===== src/rtl/kdm_pkg.sv =====
package kdm_pkg;
    parameter int AW = 16;
    parameter int DW = 16;
    parameter int CW = 8;
    parameter int NREG = 4;

    typedef enum logic [1:0] {
        SEL_KSTAT = 2'd0,
        SEL_KDATA = 2'd1,
        SEL_DSTAT = 2'd2,
        SEL_DDATA = 2'd3
    } reg_sel_e;

    typedef enum logic { KB_EMPTY, KB_HELD } kb_state_e;
    typedef enum logic [1:0] { DP_READY, DP_SEND, DP_WAIT } dp_state_e;

    function automatic logic [AW-1:0] reg_addr(input int idx);
        return 16'hFE00 + AW'(2 * idx);
    endfunction
endpackage


===== src/rtl/kdm_decode.sv =====
module kdm_decode
    import kdm_pkg::*;
(
    input  logic [AW-1:0] addr,
    output logic          hit,
    output reg_sel_e      sel
);
    localparam int SW = $clog2(NREG);
    logic [NREG-1:0] match;

    for (genvar g = 0; g < NREG; g++) begin : g_match
        assign match[g] = (addr == reg_addr(g));
    end

    always_comb begin
        sel = SEL_KSTAT;
        for (int i = 0; i < NREG; i++) begin
            if (match[i]) sel = reg_sel_e'(i[SW-1:0]);
        end
    end

    assign hit = |match;
endmodule


===== src/rtl/kdm_kbd_fsm.sv =====
module kdm_kbd_fsm
    import kdm_pkg::*;
(
    input  logic          clk,
    input  logic          rst_n,
    input  logic          key_stb,
    input  logic [CW-1:0] key_char,
    input  logic          rd_data,
    output logic          ready,
    output logic [CW-1:0] held
);
    kb_state_e state, state_nx;

    always_comb begin
        state_nx = state;
        unique case (state)
            KB_EMPTY: if (key_stb) state_nx = KB_HELD;
            KB_HELD:  if (!key_stb && rd_data) state_nx = KB_EMPTY;
            default:  state_nx = KB_EMPTY;
        endcase
    end

    always_ff @(posedge clk or negedge rst_n) begin
        if (!rst_n) state <= KB_EMPTY;
        else        state <= state_nx;
    end

    always_ff @(posedge clk or negedge rst_n) begin
        if (!rst_n)       held <= '0;
        else if (key_stb) held <= key_char;
    end

    assign ready = (state == KB_HELD);

    assert_strobe_sets_ready_R3: assert property (@(posedge clk) disable iff (!rst_n)
        key_stb |=> ready && held == $past(key_char));
    assert_read_clears_R4: assert property (@(posedge clk) disable iff (!rst_n)
        (rd_data && !key_stb) |=> !ready);
endmodule


===== src/rtl/kdm_disp_fsm.sv =====
module kdm_disp_fsm
    import kdm_pkg::*;
(
    input  logic          clk,
    input  logic          rst_n,
    input  logic          wr_data,
    input  logic [CW-1:0] wdata,
    input  logic          ack,
    output logic          ready,
    output logic          vld,
    output logic [CW-1:0] char_q
);
    dp_state_e state, state_nx;

    always_comb begin
        state_nx = state;
        unique case (state)
            DP_READY: if (wr_data) state_nx = DP_SEND;
            DP_SEND:  state_nx = ack ? DP_READY : DP_WAIT;
            DP_WAIT:  if (ack) state_nx = DP_READY;
            default:  state_nx = DP_READY;
        endcase
    end

    always_ff @(posedge clk or negedge rst_n) begin
        if (!rst_n) state <= DP_READY;
        else        state <= state_nx;
    end

    always_ff @(posedge clk or negedge rst_n) begin
        if (!rst_n)                            char_q <= '0;
        else if (state == DP_READY && wr_data) char_q <= wdata;
    end

    assign ready = (state == DP_READY);
    assign vld   = (state == DP_SEND);

    assert_single_pulse_R6: assert property (@(posedge clk) disable iff (!rst_n)
        vld |=> !vld);
    assert_accept_pulses_R6: assert property (@(posedge clk) disable iff (!rst_n)
        (ready && wr_data) |=> vld && !ready);
    assert_busy_write_dropped_R8: assert property (@(posedge clk) disable iff (!rst_n)
        (!ready && wr_data) |=> $stable(char_q) && !vld);
    assert_idle_ack_ignored_R7: assert property (@(posedge clk) disable iff (!rst_n)
        (ready && !wr_data) |=> ready);
endmodule


===== src/rtl/kbd_disp_mmio.sv =====
module kbd_disp_mmio
    import kdm_pkg::*;
(
    input  logic          clk,
    input  logic          rst_n,
    input  logic [15:0]   bus_addr,
    input  logic          bus_rd,
    input  logic          bus_wr,
    input  logic [15:0]   bus_wdata,
    output logic [15:0]   bus_rdata,
    output logic          mem_rd,
    output logic          mem_wr,
    input  logic [15:0]   mem_rdata,
    input  logic          key_stb,
    input  logic [7:0]    key_char,
    output logic          disp_vld,
    output logic [7:0]    disp_char,
    input  logic          disp_ack
);
    localparam int PAD = DW - CW;

    logic     hit;
    reg_sel_e sel;
    logic     kb_ready, dp_ready;
    logic [CW-1:0] kb_held;
    logic     rd_kdata, wr_ddata;

    kdm_decode u_dec (.addr(bus_addr), .hit(hit), .sel(sel));

    assign rd_kdata = bus_rd && hit && (sel == SEL_KDATA);
    assign wr_ddata = bus_wr && hit && (sel == SEL_DDATA);

    kdm_kbd_fsm u_kbd (
        .clk(clk), .rst_n(rst_n), .key_stb(key_stb), .key_char(key_char),
        .rd_data(rd_kdata), .ready(kb_ready), .held(kb_held)
    );

    kdm_disp_fsm u_dsp (
        .clk(clk), .rst_n(rst_n), .wr_data(wr_ddata), .wdata(bus_wdata[CW-1:0]),
        .ack(disp_ack), .ready(dp_ready), .vld(disp_vld), .char_q(disp_char)
    );

    assign mem_rd = bus_rd && !hit;
    assign mem_wr = bus_wr && !hit;

    always_comb begin
        bus_rdata = mem_rdata;
        if (hit) begin
            unique case (sel)
                SEL_KSTAT: bus_rdata = {kb_ready, {(DW-1){1'b0}}};
                SEL_KDATA: bus_rdata = {{PAD{1'b0}}, kb_held};
                SEL_DSTAT: bus_rdata = {dp_ready, {(DW-1){1'b0}}};
                SEL_DDATA: bus_rdata = '0;
                default:   bus_rdata = '0;
            endcase
        end
    end

    assert_status_format_R2: assert property (@(posedge clk) disable iff (!rst_n)
        (hit && (sel == SEL_KSTAT || sel == SEL_DSTAT)) |-> bus_rdata[14:0] == '0);
endmodule


===== config.mk =====
export PLATFORM = sky130hd
export DESIGN_NAME = kbd_disp_mmio
export DESIGN_NICKNAME = d
export VERILOG_FILES = /design/src/rtl/kdm_pkg.sv /design/src/rtl/kdm_decode.sv /design/src/rtl/kdm_kbd_fsm.sv /design/src/rtl/kdm_disp_fsm.sv /design/src/rtl/kbd_disp_mmio.sv
export SDC_FILE = /design/constraint.sdc
export NUM_CORES = 1
export LEC_CHECK = 0
export BUFFER_PORTS_ARGS = -buffer_cell sky130_fd_sc_hd__buf_2
export CORE_MARGIN = 5
export CORE_UTILIZATION = 38
export CTS_BUF_LIST = sky130_fd_sc_hd__clkbuf_8
export DETAILED_ROUTE_END_ITERATION = 7
export GPL_ROUTABILITY_DRIVEN = 0
export PLACE_DENSITY = 0.92
export SYNTH_ARGS = -nofsm -noshare
export SYNTH_HDL_FRONTEND = slang
export SYNTH_SLANG_ARGS = --single-unit

===== constraint.sdc =====
create_clock -name clk -period 2 [get_ports clk]
set_clock_uncertainty 0.1 [all_clocks]
set_input_delay 0 -clock clk [delete_from_list [all_inputs] [get_ports clk]]
set_output_delay 0 -clock clk [all_outputs]
set_load 0.02 [all_outputs]

== Word level (Yosys, flattened, before mapping) ==
Index checks and enable logic that the tools add are counted.

* Input port bits: 62
* Memories kept: 0
* Bits in latches: 0
* Output and inout port bits: 27
* Flip-flop bits (word level): 19
* Memory bits (read-only): 0
* Memory bits (writable): 0
* Word-level logic and storage cells: 42

* Add/sub/neg operators: 0
* Muxes and demuxes: 12
* Eq/ne operators: 11
* Bitwise operators: 1
* Order comparisons: 0
* Shifts and indexed selects: 0
* Multipliers: 0
* Divide/modulo/power cells: 0
* Reductions and logical operators: 14

{| class="wikitable"
|+ Operators by type and width
! operator !! count
|-
| $eq A16 B16 Y1 const B || 4
|-
| $pmux W16 S4 || 1
|-
| $mux W16 || 1
|-
| $mux W2 || 5
|-
| $logic_and A1 B1 Y1 || 8
|-
| $eq A2 B2 Y1 const B || 3
|-
| $pmux W2 S3 || 1
|-
| $eq A2 B1 Y1 const B || 2
|-
| $logic_not A2 Y1 || 2
|-
| $reduce_or A4 Y1 || 1
|-
| $mux W1 || 3
|-
| $logic_not A1 Y1 || 2
|-
| $ne A2 B1 Y1 const B || 1
|-
| $ne A2 B2 Y1 const B || 1
|-
| $pmux W1 S2 || 1
|-
| $reduce_and A2 Y1 || 1
|-
| $not A1 Y1 || 1
|}

== Depth between registers and ports, before layout ==
* Depth after elaboration: 9
* Gate-level depth with buffers: 6
* Gate-level depth less buffers: 4

== Hierarchy ==
From an unflattened synthesis, not the netlist that was laid out.

* Cells, all modules: 97
* Area, all modules: 1,152.4 µm²

{| class="wikitable"
|+ Modules (own cells, without submodules)
! module !! seq. area each (µm²) !! area each (µm²) !! cells each !! times used
|-
| kdm_disp_fsm || 250.2 || 389.1 || 24 || 1
|-
| kdm_kbd_fsm || 225.2 || 369.1 || 20 || 1
|-
| kbd_disp_mmio || 0.0 || 319.1 || 44 || 1
|-
| kdm_decode || 0.0 || 75.1 || 9 || 1
|}

== Worst setup path after synthesis ==
No wires, ideal clock.

* Path type: input-to-output
* From: input bus_addr[5]
* To: output bus_rdata[15]
* Cell stages on the path: 4
* Data required time: 1.900 ns
* Slack: 0.073 ns
* Arrival: 1.827 ns
* Buffers on the path: 1
* Cells stage by stage: or4_4 or4_4 buf_6 o31ai_1

* Longest elaborated chain between the ends: 7
* Elaborated cells between the ends (all ways): 14
* Those cells by class: 7 x eq/ne; 5 x mux; 2 x reduce/logical

{| class="wikitable"
|+ Ends and longest elaborated chain
! element !! RTL line !! RTL
|-
| start, declared || kbd_disp_mmio.sv:6 || <nowiki>input logic [15:0] bus_addr,</nowiki>
|-
| $eq A16 B16 Y1 || kdm_decode.sv:12 || <nowiki>assign match[g] = (addr == reg_addr(g));</nowiki>
|-
| $mux W1 || kdm_decode.sv:18 || <nowiki>if (match[i]) sel = reg_sel_e'(i[SW-1:0]);</nowiki>
|-
| $mux W2 (2 in a row) || kdm_decode.sv:18 ||
|-
| $eq A2 B2 Y1 (tied with other cells) || kbd_disp_mmio.sv:49 || <nowiki>unique case (sel)</nowiki>
|-
| $pmux W16 S4 || kbd_disp_mmio.sv:49 ||
|-
| $mux W16 (*) || kbd_disp_mmio.sv:48 || <nowiki>if (hit) begin</nowiki>
|-
| end, declared || kbd_disp_mmio.sv:10 || <nowiki>output logic [15:0] bus_rdata,</nowiki>
|}

Mark *: on every way between the ends. The rest lies on a longest branch, timed or not. The select of a mux whose other input is x is not followed.

== Worst setup path after layout ==
Ends and elaborated chain as after synthesis.

==> impl_metrics.toml <==
[clocking]
cts_root_buffer = "sky130_fd_sc_hd__clkbuf_8"
clk_pin_slew_worst_paths_ps = 70
tritoncts = "yes"
cts.htree.levels = 1
clock_latency_ps = 250
cts_buffer_depth = 2
cts_num_sinks = 19
cts_inserted_buffers = 3

[sta]
fin_hold_ws_ps = 52.59
final.min_clock_period_ps = 1922
final_min_period_over_clock_period = 0.9608
timing.final.setup_violations = 0
rsz0062_at_grt = "false"
maxSlewHeadroom = 0.5990
finalMaxSlewViolations = 0
smallest_setup_slack_after_layout_ps = 78.41
max_slew.worst_pin.slew_ps = 600.3
fmax_mhz = 520.4
final_hold_viols = 0

[layout]
most_common_library_cell_in_the_layout_ignoring_fill_and_taps = "sky130_fd_sc_hd__buf_2"
antennaDiodeCount = 0
area_growth_pct = 67.92
final_net_count = 257
final_layout_size_suffix_gt1_frac = 0.5515
design_area_mm2 = 0.001670
layout_common_cells = "sky130_fd_sc_hd__buf_2, sky130_fd_sc_hd__dlygate4sd3_1, sky130_fd_sc_hd__dfrtp_1, sky130_fd_sc_hd__nand2_1, sky130_fd_sc_hd__mux2_2"

[route]
route.final.wire_length_mm = 2.733
post_dr_wirelength_cell_um = 12.20
drt_first_iter_violations = 28
remaining_drc_errors = 0
antenna_violating_nets_post_route = 0
drtPass1Iterations = 2
vias_per_cell = 4.625
route.vias.total = 1036

[synthesis]
synth.cell_area_um2 = 994.7
post_synth_net_total = 154
seq_area_frac_synth = 0.4780
synthFlopType = "sky130_fd_sc_hd__dfrtp_1"
synth-seq-cells = 19
async_sr_flop_fraction = 1.000
postSynthCellCount = 92
post_synth_num_cell_types = 19
post_synth.cell_area_avg_um2 = 10.81
synth_warnings = 0
synth_enable_flop_cells = 0

[floorplan]
die_height_um = 61.16
fp.dieW_um = 61.16
ios = 89
fp.coreArea_mm2 = 0.002500
die_area_mm2 = 0.003741
starting_density_of_the_core = 0.3979
rows = 18

[setup_path]
path_max_fanout = 19
timing.critical_path.cells = "buf_2 > or4_4 > or4_4 > buf_4 > o31ai_2 > buf_4"
critical_path_class = "input port to output port"
worst_setup_path_end_kind = "output port"
slowest_delay_ps = 570
r2r_slack_ps = 420
arrival_ps = 1820
cp.required_ps = 1900
gate_family_responsible_for_the_most_delay_along_the_worst_path = "simple AND/OR/NAND/NOR gates"
r2r.worst_path.cells = 4
cp-start-kind = "input port"
worst-path-buf-inv = 3
rr_startpoint = "u_dsp.state[0]$_DFFE_PN0P_"
critical_path.slowest_cell = "sky130_fd_sc_hd__or4_4"
critical_path.reg2reg.endpoint = "u_dsp.char_q[3]$_DFFE_PN0P_"

[placement]
placed_cell_area_mm2 = 0.001418
place.detailed.hpwl_mm = 2.233
pre_cts_slack_ps = -15.19
port_buffers = 80

[grt]
largest_net_degree_at_the_start_of_global_routing = 20
global_route.overflow_total = 0
initial_antenna_violation_count = 0
grt_first_pass_wirelength_mm = 4.202
grt.total_usage = 0.1508
grt_pass1_vias = 996

[hold_path]
min_from = "bus_addr[1]"
worst_hold_path.num_cells = 3
worstHoldPathType = "input port to flip-flop"
worstHoldEndpoint = "u_dsp.state[0]$_DFFE_PN0P_"

[pwr]
worst_ir_drop_vdd_mv = 0.3783
power_density_over_cell_area_mw_per_mm2 = 501.2
total_leakage_power_nw = 0.9191
power_after_layout_mw = 0.8372

[job]
cap_violations = 0

[run_status]
run_status = "finished, final reports clean"
==> where the power goes <==
part / internal, mW / leakage (nW) / switching [mW]
clock network: 0.136 / 0.0269 / 0.118
logic: 0.0991 / 0.650 / 0.0760
registers: 0.401 / 0.242 / 0.00771
total: 0.636 / 0.919 / 0.201
==> per-layer routing <==
layer / GRT usage / vias to the layer above / part of all wire
li1: - / 524 / -
met1: 0.1756 / 456 / 0.37
met2: 0.2674 / 53 / 0.48
met3: 0.04193 / 3 / 0.14
met4: 0.04644 / 0 / 0.011
met5: 0 / - / 0
==> per-stage QoR <==
| step | TNS (ps) | instances | util |
|---|---|---|---|
| 2_1_floorplan | 0 | 92 | - |
| 3_3_place_gp | 0 | 200 | 0.5671 |
| 3_5_place_dp | -26.07 | 200 | 0.5671 |
| 4_1_cts | 0 | 224 | 0.6652 |
| 5_1_grt | 0 | 224 | 0.6682 |
| 6_report | 0 | 224 | 0.6682 |
==> worst min-delay path, stage by stage <==
cell and delay (ps):
sky130_fd_sc_hd__buf_2 120, sky130_fd_sc_hd__nand4_1 170, sky130_fd_sc_hd__nor2_8 80
==> cell type report <==
cell class	count	area, um^2
tap	30	37.54
clock buffer	3	41.29
timing repair buffer	102	618.1
clock inverter	1	3.754
sequential	19	475.5
fill	211	829.5
multi-input combinational	69	494.2
==> cell usage after synthesis, types with 2 or more instances <==
cell type | number | area share
sky130_fd_sc_hd__or4_4 | 2 | 0.023
sky130_fd_sc_hd__nand3_1 | 9 | 0.045
sky130_fd_sc_hd__dfrtp_1 | 19 | 0.48
sky130_fd_sc_hd__and2_1 | 9 | 0.057
sky130_fd_sc_hd__mux2_2 | 16 | 0.18
sky130_fd_sc_hd__buf_6 | 2 | 0.023
sky130_fd_sc_hd__clkbuf_1 | 2 | 0.0075
sky130_fd_sc_hd__nand2_1 | 18 | 0.068
sky130_fd_sc_hd__nor2_1 | 3 | 0.011
sky130_fd_sc_hd__nand4_1 | 2 | 0.013
sky130_fd_sc_hd__nor2b_1 | 2 | 0.013
==> timing repair <==
action | in CTS | in global routing
hold buffers | 20 | 0
gates resized for setup | 0 | 2
setup endpoints to repair | 0 | 1
endpoints found under the hold margin | 37 | 0
buffers inserted | 0 | 0
==> cells by family after synthesis <==
| group | synth area share |
|---|---|
| AO/OA/AOI/OAI | 0.01510 |
| XOR/XNOR | 0.008807 |
| buffers and inverters | 0.03019 |
| flip-flops | 0.4780 |
| multiplexers | 0.1912 |
| AND/OR/NAND/NOR | 0.2767 |
==> registers in the layout, summed over array words and instances (netlist names) <==
register,flops
u_kbd.ready,1
u_kbd.held,8
u_dsp.state,2
u_dsp.char_q,8
==> worst max path at each step <==
stage / from / to / slack, ps / cells past startpoint
CTS: bus_addr[5] / bus_rdata[15] / 30 / 6
floorplan: bus_addr[5] / bus_rdata[15] / 70 / 4
finish: bus_addr[5] / bus_rdata[15] / 80 / 6
detailed placement: bus_addr[5] / u_dsp.char_q[6]$_DFFE_PN0P_ / -20 / 5
global route: bus_addr[5] / bus_rdata[15] / 20 / 6
global placement: bus_addr[5] / u_dsp.char_q[6]$_DFFE_PN0P_ / 20 / 5
Note: power is estimated with default switching activity, not from simulation.
